===== src/rtl/pla_pkg.sv =====
package pla_pkg;
  localparam int IDX_MAX = 8;

  typedef struct packed {
    logic               andWr;
    logic               orWr;
    logic [IDX_MAX-1:0] idx;
  } cfgStrobe_t;
endpackage


===== src/rtl/pla_ctrl.sv =====
module pla_ctrl
  import pla_pkg::*;
#(
  parameter int TERMS = 4,
  parameter int OUT_W = 3,
  parameter int IDX_W = 2
) (
  input  logic             cfgWe,
  input  logic [IDX_W:0]   cfgAddr,
  output cfgStrobe_t       strobe
);
  logic [IDX_W-1:0] rowIdx;
  logic             selOr;

  assign rowIdx = cfgAddr[IDX_W-1:0];
  assign selOr  = cfgAddr[IDX_W];

  always_comb begin
    strobe.andWr = cfgWe && !selOr && (32'(rowIdx) < TERMS);
    strobe.orWr  = cfgWe &&  selOr && (32'(rowIdx) < OUT_W);
    strobe.idx   = IDX_MAX'(rowIdx);
  end
endmodule


===== src/rtl/pla_planes.sv =====
module pla_planes
  import pla_pkg::*;
#(
  parameter int IN_W   = 3,
  parameter int TERMS  = 4,
  parameter int OUT_W  = 3,
  parameter int DATA_W = 6
) (
  input  logic                      clk,
  input  logic                      rstN,
  input  cfgStrobe_t                strobe,
  input  logic [DATA_W-1:0]         cfgData,
  output logic [TERMS*2*IN_W-1:0]   andPlane,
  output logic [OUT_W*TERMS-1:0]    orPlane
);
  localparam int ROW_W = 2 * IN_W;

  for (genvar t = 0; t < TERMS; t++) begin : g_andRow
    always_ff @(posedge clk or negedge rstN) begin
      if (!rstN) begin
        andPlane[t*ROW_W +: ROW_W] <= '0;
      end else if (strobe.andWr && strobe.idx == IDX_MAX'(t)) begin
        andPlane[t*ROW_W +: ROW_W] <= cfgData[ROW_W-1:0];
      end
    end
  end

  for (genvar o = 0; o < OUT_W; o++) begin : g_orRow
    always_ff @(posedge clk or negedge rstN) begin
      if (!rstN) begin
        orPlane[o*TERMS +: TERMS] <= '0;
      end else if (strobe.orWr && strobe.idx == IDX_MAX'(o)) begin
        orPlane[o*TERMS +: TERMS] <= cfgData[TERMS-1:0];
      end
    end
  end
endmodule


===== src/rtl/pla_eval.sv =====
module pla_eval #(
  parameter int IN_W  = 3,
  parameter int TERMS = 4,
  parameter int OUT_W = 3
) (
  input  logic [IN_W-1:0]         plaIn,
  input  logic [TERMS*2*IN_W-1:0] andPlane,
  input  logic [OUT_W*TERMS-1:0]  orPlane,
  output logic [OUT_W-1:0]        plaOut
);
  localparam int ROW_W = 2 * IN_W;

  logic [TERMS-1:0] termVal;

  for (genvar t = 0; t < TERMS; t++) begin : g_term
    logic [IN_W-1:0] litOk;
    for (genvar i = 0; i < IN_W; i++) begin : g_lit
      logic [1:0] code;
      assign code = andPlane[t*ROW_W + 2*i +: 2];
      always_comb begin
        unique case (code)
          2'b00:   litOk[i] = 1'b1;
          2'b01:   litOk[i] = plaIn[i];
          2'b10:   litOk[i] = ~plaIn[i];
          default: litOk[i] = 1'b0;
        endcase
      end
    end
    assign termVal[t] = &litOk;
  end

  for (genvar o = 0; o < OUT_W; o++) begin : g_out
    assign plaOut[o] = |(orPlane[o*TERMS +: TERMS] & termVal);
  end
endmodule


===== src/rtl/pla_top.sv =====
module pla_top
  import pla_pkg::*;
#(
  parameter int IN_W  = 3,
  parameter int TERMS = 4,
  parameter int OUT_W = 3,
  localparam int MAX_ROWS = (TERMS > OUT_W) ? TERMS : OUT_W,
  localparam int IDX_W    = (MAX_ROWS > 1) ? $clog2(MAX_ROWS) : 1,
  localparam int DATA_W   = (2*IN_W > TERMS) ? 2*IN_W : TERMS
) (
  input  logic              clk,
  input  logic              rstN,
  input  logic              cfgWe,
  input  logic [IDX_W:0]    cfgAddr,
  input  logic [DATA_W-1:0] cfgData,
  input  logic [IN_W-1:0]   plaIn,
  output logic [OUT_W-1:0]  plaOut
);
  cfgStrobe_t                strobe;
  logic [TERMS*2*IN_W-1:0]   andPlane;
  logic [OUT_W*TERMS-1:0]    orPlane;

  pla_ctrl #(.TERMS(TERMS), .OUT_W(OUT_W), .IDX_W(IDX_W)) u_ctrl (
    .cfgWe  (cfgWe),
    .cfgAddr(cfgAddr),
    .strobe (strobe)
  );

  pla_planes #(.IN_W(IN_W), .TERMS(TERMS), .OUT_W(OUT_W), .DATA_W(DATA_W)) u_planes (
    .clk     (clk),
    .rstN    (rstN),
    .strobe  (strobe),
    .cfgData (cfgData),
    .andPlane(andPlane),
    .orPlane (orPlane)
  );

  pla_eval #(.IN_W(IN_W), .TERMS(TERMS), .OUT_W(OUT_W)) u_eval (
    .plaIn   (plaIn),
    .andPlane(andPlane),
    .orPlane (orPlane),
    .plaOut  (plaOut)
  );
endmodule


===== config.mk =====
export PLATFORM = sky130hd
export DESIGN_NAME = pla_top
export DESIGN_NICKNAME = d
export VERILOG_FILES = /design/src/rtl/pla_pkg.sv /design/src/rtl/pla_ctrl.sv /design/src/rtl/pla_planes.sv /design/src/rtl/pla_eval.sv /design/src/rtl/pla_top.sv
export SDC_FILE = /design/constraint.sdc
export NUM_CORES = 1
export LEC_CHECK = 0
export BUFFER_PORTS_ARGS = -buffer_cell sky130_fd_sc_hd__buf_2
export CAP_MARGIN = 20
export CORE_AREA = 2 2 59 61
export DETAILED_ROUTE_END_ITERATION = 12
export DIE_AREA = 0 0 61 63
export GPL_ROUTABILITY_DRIVEN = 0
export MAX_ROUTING_LAYER = met4
export PLACE_DENSITY = 0.78
export REMOVE_ABC_BUFFERS = 1
export SLEW_MARGIN = 30
export SYNTH_ARGS = -nofsm -noshare
export SYNTH_HDL_FRONTEND = slang
export SYNTH_SLANG_ARGS = --single-unit

===== constraint.sdc =====
create_clock -name clk -period 1.3 [get_ports clk]
set_input_delay 0.13 -clock clk [delete_from_list [all_inputs] [get_ports clk]]
set_output_delay 0.13 -clock clk [all_outputs]
set_load 0.01 [all_outputs]

-- Word level (Yosys, flattened, before mapping)
Index checks and enable logic that the tools add are counted.
W data, S select, Z words.
- register bits after elaboration: 36
- bits in latches: 0
- RAM bits: 0
- memory bits (read-only): 0
- output and inout bits: 3
- memories: 0
- add/sub/neg operators: 0
- multipliers: 0
- div/mod/pow operators: 0
- order comparisons: 1
- eq/ne operators: 27
- shift operators: 0
- mux-type cells: 12
- bitwise operators: 6
- reduce and logical (&&, ||, !) cells: 31
- operator list (operator ; number):
    $pmux W1 S3 ; 12
    $eq A2 B2 Y1 const B ; 14
    $eq A2 B1 Y1 const B ; 13
    $logic_not A2 Y1 ; 12
    $and A4 B4 Y4 ; 3
    $reduce_and A3 Y1 ; 4
    $reduce_or A4 Y1 ; 3
    $logic_and A1 B1 Y1 ; 10
    $logic_not A8 Y1 ; 1
    $not A1 Y1 ; 3
    $lt A2 B2 Y1 const B ; 1
    $logic_not A1 Y1 ; 1

-- Logic depth before layout (Yosys ltp)
Gate-level depths: netlist of run 1.
- word-level depth: 5
- depth in mapped cells: 4
- gate-level depth less buffers: 3

-- Modules after synthesis
From an unflattened synthesis of run 1, not the netlist that was laid out.
- cells, all modules: 127
- area, all modules: 1705.4 um2
- modules (own cells, without submodules) (module ; instances ; cells an instance ; area an instance (um2)):
    pla_planes ; 1 ; 85 ; 1395.1
    pla_eval ; 1 ; 30 ; 229.0
    pla_ctrl ; 1 ; 12 ; 81.3

-- Worst setup path after synthesis of run 1
OpenSTA, ideal clock, no wires.
- path type: input-to-reg
- start: input cfgAddr[2]
- end: register u_planes.andPlane[12]
- setup time: 0.125 ns
- arrival: 1.066 ns
- data required time: 1.175 ns
- path slack: 0.109 ns
- stages: 3
- cells stage by stage: nand2b_1 nor3b_4 mux2_2
- word-level cells in the longest chain between the ends: 3
- ends and longest elaborated chain (what ; line ; text):
    start, declared ; pla_top.sv:14 ; input logic [IDX_W:0] cfgAddr,
    $logic_not A1 Y1 ; pla_ctrl.sv:19 ; strobe.andWr = cfgWe && !selOr && (32'(rowIdx) < TERMS);
    $logic_and A1 B1 Y1 ; pla_ctrl.sv:19 ;
    $logic_and A1 B1 Y1 ; pla_planes.sv:22 ; end else if (strobe.andWr && strobe.idx == IDX_MAX'(t)) begin
    end signal, assigned by index ; pla_planes.sv:23 ; andPlane[t*ROW_W +: ROW_W] <= cfgData[ROW_W-1:0];
    end, declared ; pla_planes.sv:13 ; output logic [TERMS*2*IN_W-1:0] andPlane,
No other way between the ends.
A chain may end at the register's enable or synchronous reset.

-- Worst setup path after layout of run 1
- start: register u_planes.andPlane[11]
- end: output plaOut[2]
- word-level cells in the longest chain between the ends: 5
- elaborated cells on any way between the ends: 7
- classes of those cells: 2 x eq/ne; 1 x mux; 1 x bitwise; 3 x reduce/logical
- ends and longest elaborated chain (what ; line ; text):
    $eq A2 B2 Y1 (tied with other cells) ; pla_eval.sv:21 ; unique case (code)
    $pmux W1 S3 * ; pla_eval.sv:21 ;
    $reduce_and A3 Y1 * ; pla_eval.sv:29 ; assign termVal[t] = &litOk;
    $and A4 B4 Y4 * ; pla_eval.sv:33 ; assign plaOut[o] = |(orPlane[o*TERMS +: TERMS] & termVal);
    $reduce_or A4 Y1 * ; pla_eval.sv:33 ;
    end, declared ; pla_top.sv:17 ; output logic [OUT_W-1:0] plaOut
Mark *: on every way between the ends. The rest lies on a longest branch, timed or not.

==> results.cfg, run 1 <==
[status]
run_status = finished, violations left
violations = setup timing

[grt]
grt_pass1_vias = 1130
grt_use_met2_pct = 33.60
grt.total_usage_pct = 21.61
gr-usage-met3_pct = 5.797
grt_max_degree = 21
grt_pass1_wl_microns = 5706
grt_use_met1_pct = 26.92
top_usage_layer = met2
antenna_found_initial = 0
grt_overflow = 0

[worst_hold_path]
hold_start = cfgData[5]
min_path_type = in -> reg

[worst_setup_path]
criticalPathCategory = reg -> out
r2r_cells = 2
crit_end = plaOut[2]
critical_path_required_ns = 1.17
startpoint_type = flip-flop
r2r-start = u_planes.andPlane[2]$_DFFE_PN0P_
crit_path_end_kind = primary output
cp_num_cells = 4
critPathMostFrequentCell = nand4_1
ff2ff_setup_slack_ns = 0.40
slowest_delay_ns = 0.40
cp_top_family = flip-flops
cp_max_fo = 3
cp_slowest_cell = dfrtp_1
crit_start = u_planes.andPlane[11]$_DFFE_PN0P_
cp.buffers_inverters = 1
cp.arrival_ns = 1.37
path_cells = mux2i_2 -> nand4_1 -> nand4_1 -> buf_2
reg2reg_to = u_planes.andPlane[2]$_DFFE_PN0P_

[synthesis]
netlist_top_cells_area = dfrtp_1, mux2_2, mux2i_1
synth_top_area_share_pct = 54.88
syn-cell-area_sq_mm = 0.001642
avgSynthCellArea_sq_um = 14.53
synth-seq-area-share_pct = 54.88
synth_top_area_cell = dfrtp_1
ys_warn_count = 0
syn_inst = 113
synthDistinctLibCells = 12
ys_ff_latch = 36

[die]
ioPinCount = 18
fp.dieArea_sq_mm = 0.003843
die_y_microns = 63
die_w_microns = 61
num_rows = 21
coreArea_sq_mm = 0.003232
initial_core_util_pct = 50.79

[pwr]
power.density_mw_per_mm2 = 1496
leakage_nw = 0.8394
total_power_w = 0.002982
ir_drop_mv = 0.7991

[cells_and_area]
nets = 155
drive_above_1_share_pct = 58.87
multi_input_area_sq_um = 773.2
n_fill_cell = 262
regArea_sq_um = 900.9
syn_to_final_growth_pct = 21.42
antenna_cells = 0

[placed_design]
portBuffers = 17
place_ws_ns = -0.1611
hpwl_microns = 2567

[route]
ant_nets = 0
drt_wl_total_microns = 3454
wl_per_cell_microns = 18.47
vias = 1084
viasPerCell = 5.797
first_iter_violations = 25
drc = 0
drt_pre_antenna_iters = 4

[sta]
finClkSkew_ns = 0
maxSlewViolCount = 0
finalHoldViolations = 0
fmaxAchievable_ghz = 0.6662
layout_setup_ws_ns = -0.2010
fin_crit_sh_pct = 115.5
rsz0062_at_grt = yes
setup_violations = 3
max-slew-margin-rel_pct = 72.21
worstMarginPinSlew_ns = 0.4169
period_minus_slack_ns = 1.501

[cts]
cts.sinks = 36
cts_tree = built
cts_buffers = 5
cts_root_buf = clkbuf_4
insertion_delay_ns = 0.33
path_clk_slew_ns = 0.10
htree_levels = 2
cts_buffer_depth = 2

[flow_run]
maxCapViolCount = 0
## cell usage after synthesis
cell,count
nor3_4,1
nand4b_1,3
nand2_1,1
nand4_1,15
clkbuf_1,3
mux2_2,36
mux2i_1,12
nand2b_1,1
nor3b_4,2
nor3_2,1
dfrtp_1,36
buf_2,2
## state kept, by name, summed over array words and instances (netlist names)
name	count
u_planes.andPlane	24
u_planes.orPlane	12
## area by class of cell
cell class,count,share of cell area [%]
sequential,36,45.20
multi-input combinational,72,38.79
timing repair buffer,25,9.291
tap,46,2.888
clock buffer,6,2.072
clock inverter,2,1.758
## power by group
| part | internal [W] | leakage [nW] | switching, W |
|---|---|---|---|
| clock network | 0.000403 | 0.0422 | 0.000356 |
| logic | 0.000382 | 0.365 | 0.000303 |
| registers | 0.00137 | 0.432 | 0.000171 |
## worst register-to-register path, stage by stage (launching register included)
cell	delay, ns
dfrtp_1	0.41
buf_4	0.14
mux2_2	0.25
## placed cells by master, fill, tap and decap left out
| cell | netlist | final |
|---|---|---|
| nand2_1 | 1 | 1 |
| nor3b_4 | 2 | 2 |
| mux2i_4 | 0 | 1 |
| buf_4 | 0 | 4 |
| clkinv_2 | 0 | 1 |
| clkbuf_4 | 0 | 5 |
| nand4b_1 | 3 | 3 |
| buf_2 | 2 | 17 |
| nand4_1 | 15 | 15 |
| mux2_2 | 36 | 36 |
| dfrtp_1 | 36 | 36 |
| nand2b_1 | 1 | 1 |
| dlygate4sd3_1 | 0 | 1 |
| bufinv_16 | 0 | 1 |
| nor3_4 | 1 | 1 |
| mux2i_2 | 0 | 11 |
| buf_12 | 0 | 3 |
| clkbuf_1 | 3 | 1 |
| nor3_2 | 1 | 1 |
## repair_timing
action                                  CTS  global route
pin swaps                                10             2
setup buffers                             1             0
endpoints found under the setup margin    3             3
hold endpoints to repair                 16             0
hold buffers                              1             0
gates resized for setup                  13             0
## worst min-delay path by stage
stage	end	depth (start not counted)	slack, ns
4_1_cts	u_planes.andPlane[10]$_DFFE_PN0P_	2	0.07
3_5_place_dp	u_planes.andPlane[0]$_DFFE_PN0P_	1	0.09
6_report	u_planes.andPlane[11]$_DFFE_PN0P_	2	0.08
5_1_grt	u_planes.andPlane[4]$_DFFE_PN0P_	2	0.08
2_1_floorplan	u_planes.andPlane[0]$_DFFE_PN0P_	0	-0.17
3_3_place_gp	u_planes.andPlane[18]$_DFFE_PN0P_	1	0.07
## through the flow
| step | instance area (sq um) | cells | utilization [%] | TNS, ns | hold slack (ns) |
|---|---|---|---|---|---|
| after global routing | 1993 | 187 | 61.67 | -0.8086 | 0.07519 |
| final | 1993 | 187 | 61.67 | -0.5841 | 0.08211 |
| after floorplan | 1620 | 108 | - | 0 | -0.1656 |
| after detailed placement | 1846 | 177 | 57.10 | -1.786 | 0.08730 |
| after CTS | 1993 | 187 | 61.67 | -0.5805 | 0.06754 |
| after global placement | 1846 | 177 | 57.10 | -0.9456 | 0.07306 |
## routing by layer
| layer | wire length (microns) | up-vias |
|---|---|---|
| li1 | - | 487 |
| met1 | 1453 | 561 |
| met2 | 1788 | 28 |
| met3 | 142 | 8 |
| met4 | 70 | 0 |
| met5 | 0 | - |
## cells by family after synthesis
logic type / Yosys count / share of synthesized area, %
flops: 36 / 54.88
mux: 48 / 32.01
buf+inv: 5 / 1.296
simple gates: 24 / 11.81
Note: power is estimated with default switching activity, not from simulation.
==> inputs of run 2 (changes only) <==
ABC_AREA = 1   (was not set)
GPL_TIMING_DRIVEN = 0   (was not set)
PLACE_DENSITY = 0.8   (was 0.78)
==> run 2 against run 1 <==
  * Hold slack better by 0.016 ns
  * The run still ends with setup timing left
  * Setup slack worse by 0.026 ns
  * First-iteration DRC count rose by 110%
  * Area after synthesis rose by 3.9%
  * Highest routed layer unchanged
  * Synthesized cell count is 80% higher
  * Routed wire length shrank 5.2%
  * Utilization fell by 3.1 points
  * Sequential power decreased by 5%
==> results.cfg, run 2 <==
[worst_setup_path]
ff2ff_setup_slack_ns = 0.51
cp.arrival_ns = 1.40
r2r-start = u_planes.andPlane[13]$_DFFE_PN0P_
startpoint_type = flip-flop
path_cells = nand2_1 -> a21boi_4 -> nand3_1 -> nand2_1 -> inv_1 -> nand2_1 -> buf_2
crit_path_end_kind = primary output
reg2reg_to = u_planes.andPlane[13]$_DFFE_PN0P_
slowest_delay_ns = 0.40
cp.buffers_inverters = 2
critPathMostFrequentCell = nand2_1
critical_path_required_ns = 1.17
criticalPathCategory = reg -> out
cp_num_cells = 7
cp_slowest_cell = dfrtp_1
cp_top_family = flip-flops
crit_end = plaOut[1]
crit_start = u_planes.andPlane[23]$_DFFE_PN0P_
cp_max_fo = 3
r2r_cells = 3

[cts]
insertion_delay_ns = 0.33
cts_buffer_depth = 2
path_clk_slew_ns = 0.09
cts_root_buf = clkbuf_4
htree_levels = 2
cts_buffers = 5
cts.sinks = 36
cts_tree = built

[die]
initial_core_util_pct = 52.77
num_rows = 21
coreArea_sq_mm = 0.003232
die_w_microns = 61
fp.dieArea_sq_mm = 0.003843
die_y_microns = 63
ioPinCount = 18

[synthesis]
synth_top_area_share_pct = 52.82
synth-seq-area-share_pct = 52.82
synthArstFlopShare_pct = 100.0
synth_edf_count = 0
synth_common_cells = nand2_1, dfrtp_1, inv_1
netlist_top_cells_area = dfrtp_1, nand2_1, o21ai_2
syn_inst = 203
ys_warn_count = 0
synth_most_common_cell = nand2_1
avgSynthCellArea_sq_um = 8.401
ys_ff_latch = 36
synth_flop_cell = dfrtp_1
synthDistinctLibCells = 19
syn-cell-area_sq_mm = 0.001705
synth_top_area_cell = dfrtp_1

[pwr]
total_power_w = 0.002619
ir_drop_mv = 0.6466
leakage_nw = 0.9971
power.density_mw_per_mm2 = 1385

[sta]
setup_violations = 3
rsz0062_at_grt = yes
worstMarginPinSlew_ns = 0.7754
max-slew-margin-rel_pct = 48.31
hold_ws_ns = 0.09827
layout_setup_ws_ns = -0.2271
maxSlewViolCount = 0
finClkSkew_ns = 0
period_minus_slack_ns = 1.527
setup-tns-final_ns = -0.6621
fmaxAchievable_ghz = 0.6548
finalHoldViolations = 0
fin_crit_sh_pct = 117.5

[placed_design]
place_ws_ns = 0.04634
hpwl_microns = 2321
portBuffers = 17

[grt]
grt_overflow = 0
grt_pass1_wl_microns = 5782
grt_pass1_vias = 1282
grt_max_degree = 37
grt.total_usage_pct = 20.97
antenna_found_initial = 0

[route]
ant_nets = 0
drt_wl_total_microns = 3274
drc = 0
vias = 1314
viasPerCell = 4.885
wl_per_cell_microns = 12.17
first_iter_violations = 52
drt_pre_antenna_iters = 4

[cells_and_area]
multi_input_area_sq_um = 714.4
nets = 240
fin_util_pct = 58.54
syn_to_final_growth_pct = 10.93
top_register = u_planes.andPlane
n_fill_cell = 300
final_common_cell = nand2_1
largest_reg_flops = 24
reg.largest.list = u_planes.andPlane x24, u_planes.orPlane x12
regArea_sq_um = 900.9
layout_common_cells = nand2_1, dfrtp_1, inv_1, buf_2
antenna_cells = 0
drive_above_1_share_pct = 22.87

[flow_run]
maxCapViolCount = 0

[status]
run_status = finished, violations left
violations = setup timing

[worst_hold_path]
min_path_type = in -> reg
-- run 2: power by group --
| part | switching, W | total (W) | internal, W |
|---|---|---|---|
| logic | 0.000376 | 0.000649 | 0.000273 |
| clock network | 0.000332 | 0.000512 | 0.000180 |
| registers | 0.000130 | 0.00146 | 0.00133 |
-- run 2: cells by family (layout without fill, tap and decap cells) --
logic type             after synthesis  count (layout)  share of synthesized area (%)
flip-flops                          36              36                          52.82
AND/OR/NAND/NOR                    103             103                          25.83
buffers and inverters               25              45                          6.676
AO/OA/AOI/OAI                       39              39                          14.67
-- run 2: worst min-delay path by stage --
| stage | start | end | cells past startpoint | slack [ns] |
|---|---|---|---|---|
| CTS | cfgData[5] | u_planes.andPlane[11]$_DFFE_PN0P_ | 3 | 0.10 |
| global placement | rstN | u_planes.andPlane[17]$_DFFE_PN0P_ | 1 | 0.25 |
| global route | cfgData[4] | u_planes.andPlane[16]$_DFFE_PN0P_ | 3 | 0.12 |
| floorplan | rstN | u_planes.andPlane[0]$_DFFE_PN0P_ | 0 | -0.17 |
| finish | cfgData[5] | u_planes.andPlane[11]$_DFFE_PN0P_ | 3 | 0.1 |
| detailed placement | rstN | u_planes.andPlane[17]$_DFFE_PN0P_ | 1 | 0.25 |
-- run 2: layer usage --
metal,wire [microns],up-vias,part of all wire (%),GRT usage [%]
met4,69,0,2.1,10.33
met2,1577,27,48,30.51
met1,1492,597,46,26.87
met3,134,7,4.1,5.383
li1,-,683,-,-
met5,0,-,0,-
-- run 2: worst reg2reg max path: stages, from the launching register on --
cell and delay, ns:
dfrtp_1 0.40, buf_4 0.14, nand2_1 0.08, o21ai_2 0.07
-- run 2: timing repair --
action                                 4_1_cts  5_1_grt
resized for setup                            1        3
hold buffers                                 1        0
setup endpoints to repair                    3        3
pin swaps                                    4        4
endpoints found under the hold margin       36        0
setup buffers                                0        1
-- run 2: per-stage QoR --
stage | area [sq um] | cells
after floorplan | 1670 | 199
after global placement | 1813 | 262
after detailed placement | 1813 | 262
after CTS | 1864 | 268
after global routing | 1892 | 269
final | 1892 | 269
-- run 2: final cells by class --
cell class | instances | share of cell area (%)
timing repair buffer | 19 | 5.423
tap | 46 | 3.042
multi-input combinational | 142 | 37.76
sequential | 36 | 47.62
clock buffer | 5 | 1.984
inverter | 21 | 4.167
